===== config.mk =====
export PLATFORM = sky130hd
export DESIGN_NAME = condPredUnit
export DESIGN_NICKNAME = d
export VERILOG_FILES = /design/src/rtl/condPredPkg.sv /design/src/rtl/condPredCtrl.sv /design/src/rtl/condPredFlags.sv /design/src/rtl/condPredUnit.sv
export SDC_FILE = /design/constraint.sdc
export NUM_CORES = 1
export LEC_CHECK = 0
export ABC_AREA = 1
export CORE_AREA = 2 2 39 41
export CTS_BUF_LIST = sky130_fd_sc_hd__clkbuf_4 sky130_fd_sc_hd__clkbuf_8
export CTS_CLUSTER_DIAMETER = 120
export DETAILED_ROUTE_END_ITERATION = 8
export DIE_AREA = 0 0 41 43
export PLACE_DENSITY = 0.74
export SLEW_MARGIN = 20
export SYNTH_ARGS = -nofsm -noshare
export SYNTH_HDL_FRONTEND = slang
export SYNTH_HIERARCHICAL = 1
export SYNTH_SLANG_ARGS = --single-unit

===== constraint.sdc =====
create_clock -name clk -period 1.8 [get_ports clk]
set_clock_uncertainty 0.1 [all_clocks]
set_input_delay 0.54 -clock clk [delete_from_list [all_inputs] [get_ports clk]]
set_output_delay 0.54 -clock clk [all_outputs]
set_load 0.005 [all_outputs]

===== src/rtl/condPredPkg.sv =====
package condPredPkg;
  localparam int NZCV_W  = 4;
  localparam int COND_W  = 4;

  typedef enum logic [COND_W-1:0] {
    CND_EQ = 4'b0000, CND_NE = 4'b0001,
    CND_CS = 4'b0010, CND_CC = 4'b0011,
    CND_MI = 4'b0100, CND_PL = 4'b0101,
    CND_VS = 4'b0110, CND_VC = 4'b0111,
    CND_HI = 4'b1000, CND_LS = 4'b1001,
    CND_GE = 4'b1010, CND_LT = 4'b1011,
    CND_GT = 4'b1100, CND_LE = 4'b1101,
    CND_AL = 4'b1110, CND_NV = 4'b1111
  } condT;

  typedef struct packed {
    logic nzcvLoad;
    logic qSet;
    logic qClr;
  } flagStrobeT;
endpackage


===== src/rtl/condPredCtrl.sv =====
module condPredCtrl
  import condPredPkg::*;
(
  input  logic [COND_W-1:0] condCode,
  input  logic [NZCV_W-1:0] curNzcv,
  input  logic              setFlags,
  input  logic              isCompare,
  input  logic              satIn,
  input  logic              qClear,
  output logic              execEn,
  output logic              destWrite,
  output flagStrobeT        strobes
);
  logic fN, fZ, fC, fV;
  logic pass;
  logic hiTerm, geTerm, gtTerm;

  assign {fN, fZ, fC, fV} = curNzcv;
  assign hiTerm = fC & ~fZ;
  assign geTerm = ~(fN ^ fV);
  assign gtTerm = ~fZ & geTerm;

  always_comb begin
    unique case (condT'(condCode))
      CND_EQ: pass = fZ;
      CND_NE: pass = ~fZ;
      CND_CS: pass = fC;
      CND_CC: pass = ~fC;
      CND_MI: pass = fN;
      CND_PL: pass = ~fN;
      CND_VS: pass = fV;
      CND_VC: pass = ~fV;
      CND_HI: pass = hiTerm;
      CND_LS: pass = ~hiTerm;
      CND_GE: pass = geTerm;
      CND_LT: pass = ~geTerm;
      CND_GT: pass = gtTerm;
      CND_LE: pass = ~gtTerm;
      CND_AL: pass = 1'b1;
      default: pass = 1'b0;
    endcase
  end

  assign execEn           = pass;
  assign destWrite        = pass & ~isCompare;
  assign strobes.nzcvLoad = pass & setFlags;
  assign strobes.qSet     = pass & satIn;
  assign strobes.qClr     = qClear;
endmodule


===== src/rtl/condPredFlags.sv =====
module condPredFlags
  import condPredPkg::*;
(
  input  logic              clk,
  input  logic              rst_n,
  input  flagStrobeT        strobes,
  input  logic [NZCV_W-1:0] aluNzcv,
  output logic [NZCV_W-1:0] nzcvQ,
  output logic              satQ
);
  always_ff @(posedge clk) begin
    if (!rst_n) begin
      nzcvQ <= '0;
      satQ  <= 1'b0;
    end else begin
      if (strobes.nzcvLoad) nzcvQ <= aluNzcv;
      if (strobes.qClr)      satQ <= 1'b0;
      else if (strobes.qSet) satQ <= 1'b1;
    end
  end
endmodule


===== src/rtl/condPredUnit.sv =====
module condPredUnit
  import condPredPkg::*;
(
  input  logic        clk,
  input  logic        rst_n,
  input  logic [3:0]  condCode,
  input  logic        setFlags,
  input  logic        isCompare,
  input  logic        satIn,
  input  logic        qClear,
  input  logic        aluN,
  input  logic        aluZ,
  input  logic        aluC,
  input  logic        aluV,
  output logic        execEn,
  output logic        destWrite,
  output logic [3:0]  flagNzcv,
  output logic        flagQ
);
  flagStrobeT strobes;

  condPredCtrl u_ctrl (
    .condCode  (condCode),
    .curNzcv   (flagNzcv),
    .setFlags  (setFlags),
    .isCompare (isCompare),
    .satIn     (satIn),
    .qClear    (qClear),
    .execEn    (execEn),
    .destWrite (destWrite),
    .strobes   (strobes)
  );

  condPredFlags u_flags (
    .clk     (clk),
    .rst_n   (rst_n),
    .strobes (strobes),
    .aluNzcv ({aluN, aluZ, aluC, aluV}),
    .nzcvQ   (flagNzcv),
    .satQ    (flagQ)
  );
endmodule


==> results of run 1 <==
## cells in the mapped netlist
| master | number |
|---|---|
| buf_4 | 1 |
| buf_6 | 1 |
| dfxtp_1 | 5 |
| inv_1 | 17 |
| inv_2 | 1 |
| nand2_1 | 30 |
| nand3_1 | 11 |
| nor2_1 | 21 |
| nor2_2 | 3 |
| nor3_1 | 1 |
| o21ai_0 | 2 |
| o21ai_1 | 1 |
## logic make-up after synthesis
family | after synthesis | share of synthesized area, %
DFF | 5 | 21.2
buffers and inverters | 20 | 18.3
AOI/OAI and AO/OA | 3 | 3.18
and+or+nand+nor | 66 | 57.3
## worst max-delay path: stages
cell and delay (ps):
buf_6 100, inv_2 50, nor2_4 110, nand2_1 80
o21ai_1 150, nor2_1 70, nand2_1 70, nor2_2 40
buf_4 130, nor2_2 60, buf_2 110
## cells in the final DEF (no fill, tap or decap), drive strengths merged
| cell | instances |
|---|---|
| buf | 17 |
| clkbuf | 4 |
| clkdlybuf4s50 | 10 |
| dfxtp | 5 |
| dlygate4sd2 | 4 |
| inv | 18 |
| nand2 | 30 |
| nand3 | 11 |
| nor2 | 24 |
| nor3 | 1 |
| o21ai | 3 |
## registers in the layout, indices dropped and copies added (netlist names)
register and cells:
u_flags/nzcvQ 4, u_flags/satQ 1
## worst paths after layout
path,startpoint,endpoint,depth (start not counted)
worst min register to register,u_flags/satQ,u_flags/satQ,2
worst max-delay path,condCode[3],destWrite,11
worst max register to register,u_flags/nzcvQ[3],u_flags/nzcvQ[2],14
worst min-delay path,u_flags/satQ,u_flags/satQ,2
## layer usage
metal | global-route usage [%] | vias up | wire, um
li1 | - | 345 | -
met1 | 15.8 | 303 | 495
met2 | 30.0 | 21 | 762
met3 | 2.62 | 6 | 65
met4 | 11.3 | 0 | 44
met5 | 0 | - | 0
## power groups by stage
stage	sequential, mW	clock, mW	combinational [mW]
global placement	0.136	0	0.192
detailed placement	0.136	0	0.194
floorplan	0.138	0	0.0895
CTS	0.137	0.153	0.227
global route	0.141	0.156	0.275
finish	0.139	0.144	0.250
## area by class of cell
type | instances | area share [%]
clock buffers | 4 | 3.28
well taps | 16 | 2.19
inverters | 18 | 9.29
multi-input cells | 69 | 40.7
repair buffers | 31 | 32.5
flip-flops and latches | 5 | 12.0
## what timing repair did
item	4_1_cts	5_1_grt
setup buffers	5	2
pin swaps	14	14
hold endpoints to repair	0	0
hold buffers	0	0
resized for setup	70	17
setup endpoints to repair	11	6
## through the flow
step / power (mW) / utilization, % / hold slack [ps]
after floorplan: 0.227 / - / 378
after global placement: 0.328 / 51.9 / 372
after detailed placement: 0.330 / 51.9 / 380
after CTS: 0.517 / 61.8 / 391
after global routing: 0.572 / 66.2 / 417
final: 0.533 / 66.2 / 387
==> qor_table.md, run 1 <==
| Metric | This run | Unit |
|---|---|---|
| Grt total ovfl | 0 | - |
| P_leak | 0.479 | nW |
| Critical path capture point type | output pin | - |
| Synthesis-stage register bit count | 5 | - |
| Share of the clock period used by the worst path after layout | 119 | % |
| Final-report hold violation count | 0 | - |
| Largest buffer count on any clock path | 2 | - |
| Final-report max-slew violation count | 0 | - |
| Biggest area contributors in the synthesized netlist | nand2_1 (24%), dfxtp_1 (21%), nor2_1 (17%) | - |
| Outcome | finished with violations | - |
| P_int | 0.357 | mW |
| Final total negative setup slack | -525 | ps |
| Worst voltage drop across the vdd grid | 0.333 | mV |
| Maximum number of pins on one net before global-route repair | 9 | - |
| Min-delay worst type | flip-flop to flip-flop | - |
| Number of routed nets with antenna violations | 0 | - |
| First-pass GRT wire length | 2060 | um |
| Violated checks | setup timing | - |
| Worst slack after detailed placement | -1100 | ps |
| Synthesized instance count | 94 | - |
| Cell area after placement | 718 | sq um |
| RSZ-0062 raised after global routing | true | - |
| Site row count | 14 | - |
| Setup slack of the critical path after layout | -344 | ps |
| Count of inserted antenna diode cells | 0 | - |
| Final HPWL from detailed placement | 938 | um |
| Floorplan core area | 1380 | sq um |
| Fin area | 916 | sq um |
| Number of nets in the layout | 142 | - |
| Minimum period implied by the final worst setup slack | 2140 | ps |
| Net switching share of the total power | 33.0 | % |
| H-tree Lvls | 1 | - |
| Average wire per cell in the routed design | 9.57 | um |
| Sequential cell area | 110 | sq um |
| Peak fanout along the critical path | 5 | - |
| Part of the total power dissipated in sequential elements | 26.0 | % |
| Final Instance Count excl. Fillers | 143 | - |
| Cell type with the highest aggregate area in the netlist | nand2_1 | - |
| CP required | 1160 | ps |
| Final RePlAce weighted congestion | 0.780 | - |
| Post-synthesis instance area | 472 | sq um |
| GR Util All Layers | 16.8 | % |
| Vias | 675 | - |
| Peak clock frequency supported by timing | 466 | MHz |
| Total length of routed wires | 1370 | um |
| Die width | 41 | um |
| Combinational Power Share | 46.9 | % |
| Share of power burned in the clock network | 27.1 | % |
| Via density per instance | 4.72 | - |
| Switching pwr | 0.176 | mW |
| Floorplan die area | 1760 | sq um |
| Worst endpoint data arrival time | 1500 | ps |
| Layout area overhead | 94.2 | % |
| Reported max-cap violation count | 0 | - |
| Number of library cell types mapped by synthesis | 12 | - |
| Area used by multi-input combinational logic | 373 | sq um |
| Setup slack of the most critical reg-to-reg path | 120 | ps |
| Number of global-route vias before repair | 586 | - |
| Number of DRC markers in iteration 0 | 10 | - |
| Initial antenna violation count | 0 | - |
| Actual slew at the worst max-slew pin | 162 | ps |
| Cell area power density | 581 | nW/um^2 |
| Number of placed I/O pins | 21 | - |
| Initial DRT Pass Iterations | 4 | - |
| Clock transition at path regs | 40 | ps |
| Starting utilization of the core area | 34.1 | % |
| Buffer type at the clock tree root | clkbuf_4 | - |
| DRC | 0 | - |
| Num CTS Buffers | 3 | - |
| Fill cell instance count of the final layout | 122 | - |
| Clock tree from TritonCTS | built | - |
| Seq/Total Area, Yosys | 21.2 | % |
| Setup violators final | 2 | - |
| Mean instance size in the synthesized netlist | 5.02 | sq um |
| TritonCTS sink count | 5 | - |
| Placed instance count | 134 | - |
| Synth top area share | 23.9 | % |
| Net count of the mapped netlist | 108 | - |
| Element type at the critical path start | input pin | - |
| Source-to-sink clock delay at the later pin of the worst-skew pair | 240 | ps |
| Max_slew headroom | 89.2 | % |
| Y dimension of the die | 43 | um |
| Proportion of layout cells with a drive suffix above 1 | 41.7 | % |
| Synth warn | 6 | - |
| Buffers added on ports | 20 | - |
| Startpoint-to-endpoint class of the critical path | input pin to output pin | - |
Note: power is estimated with default switching activity, not from simulation.
==> run 2: changes to the inputs <==
--- a/config.mk
+++ b/config.mk
@@ -11,6 +11,7 @@
 export CTS_CLUSTER_DIAMETER = 120
 export DETAILED_ROUTE_END_ITERATION = 8
 export DIE_AREA = 0 0 41 43
+export HOLD_SLACK_MARGIN = 0.08
 export PLACE_DENSITY = 0.74
 export SLEW_MARGIN = 20
 export SYNTH_ARGS = -nofsm -noshare
==> results of run 2 <==
No change in the layout: final DEF, timing and power equal those of run 1.
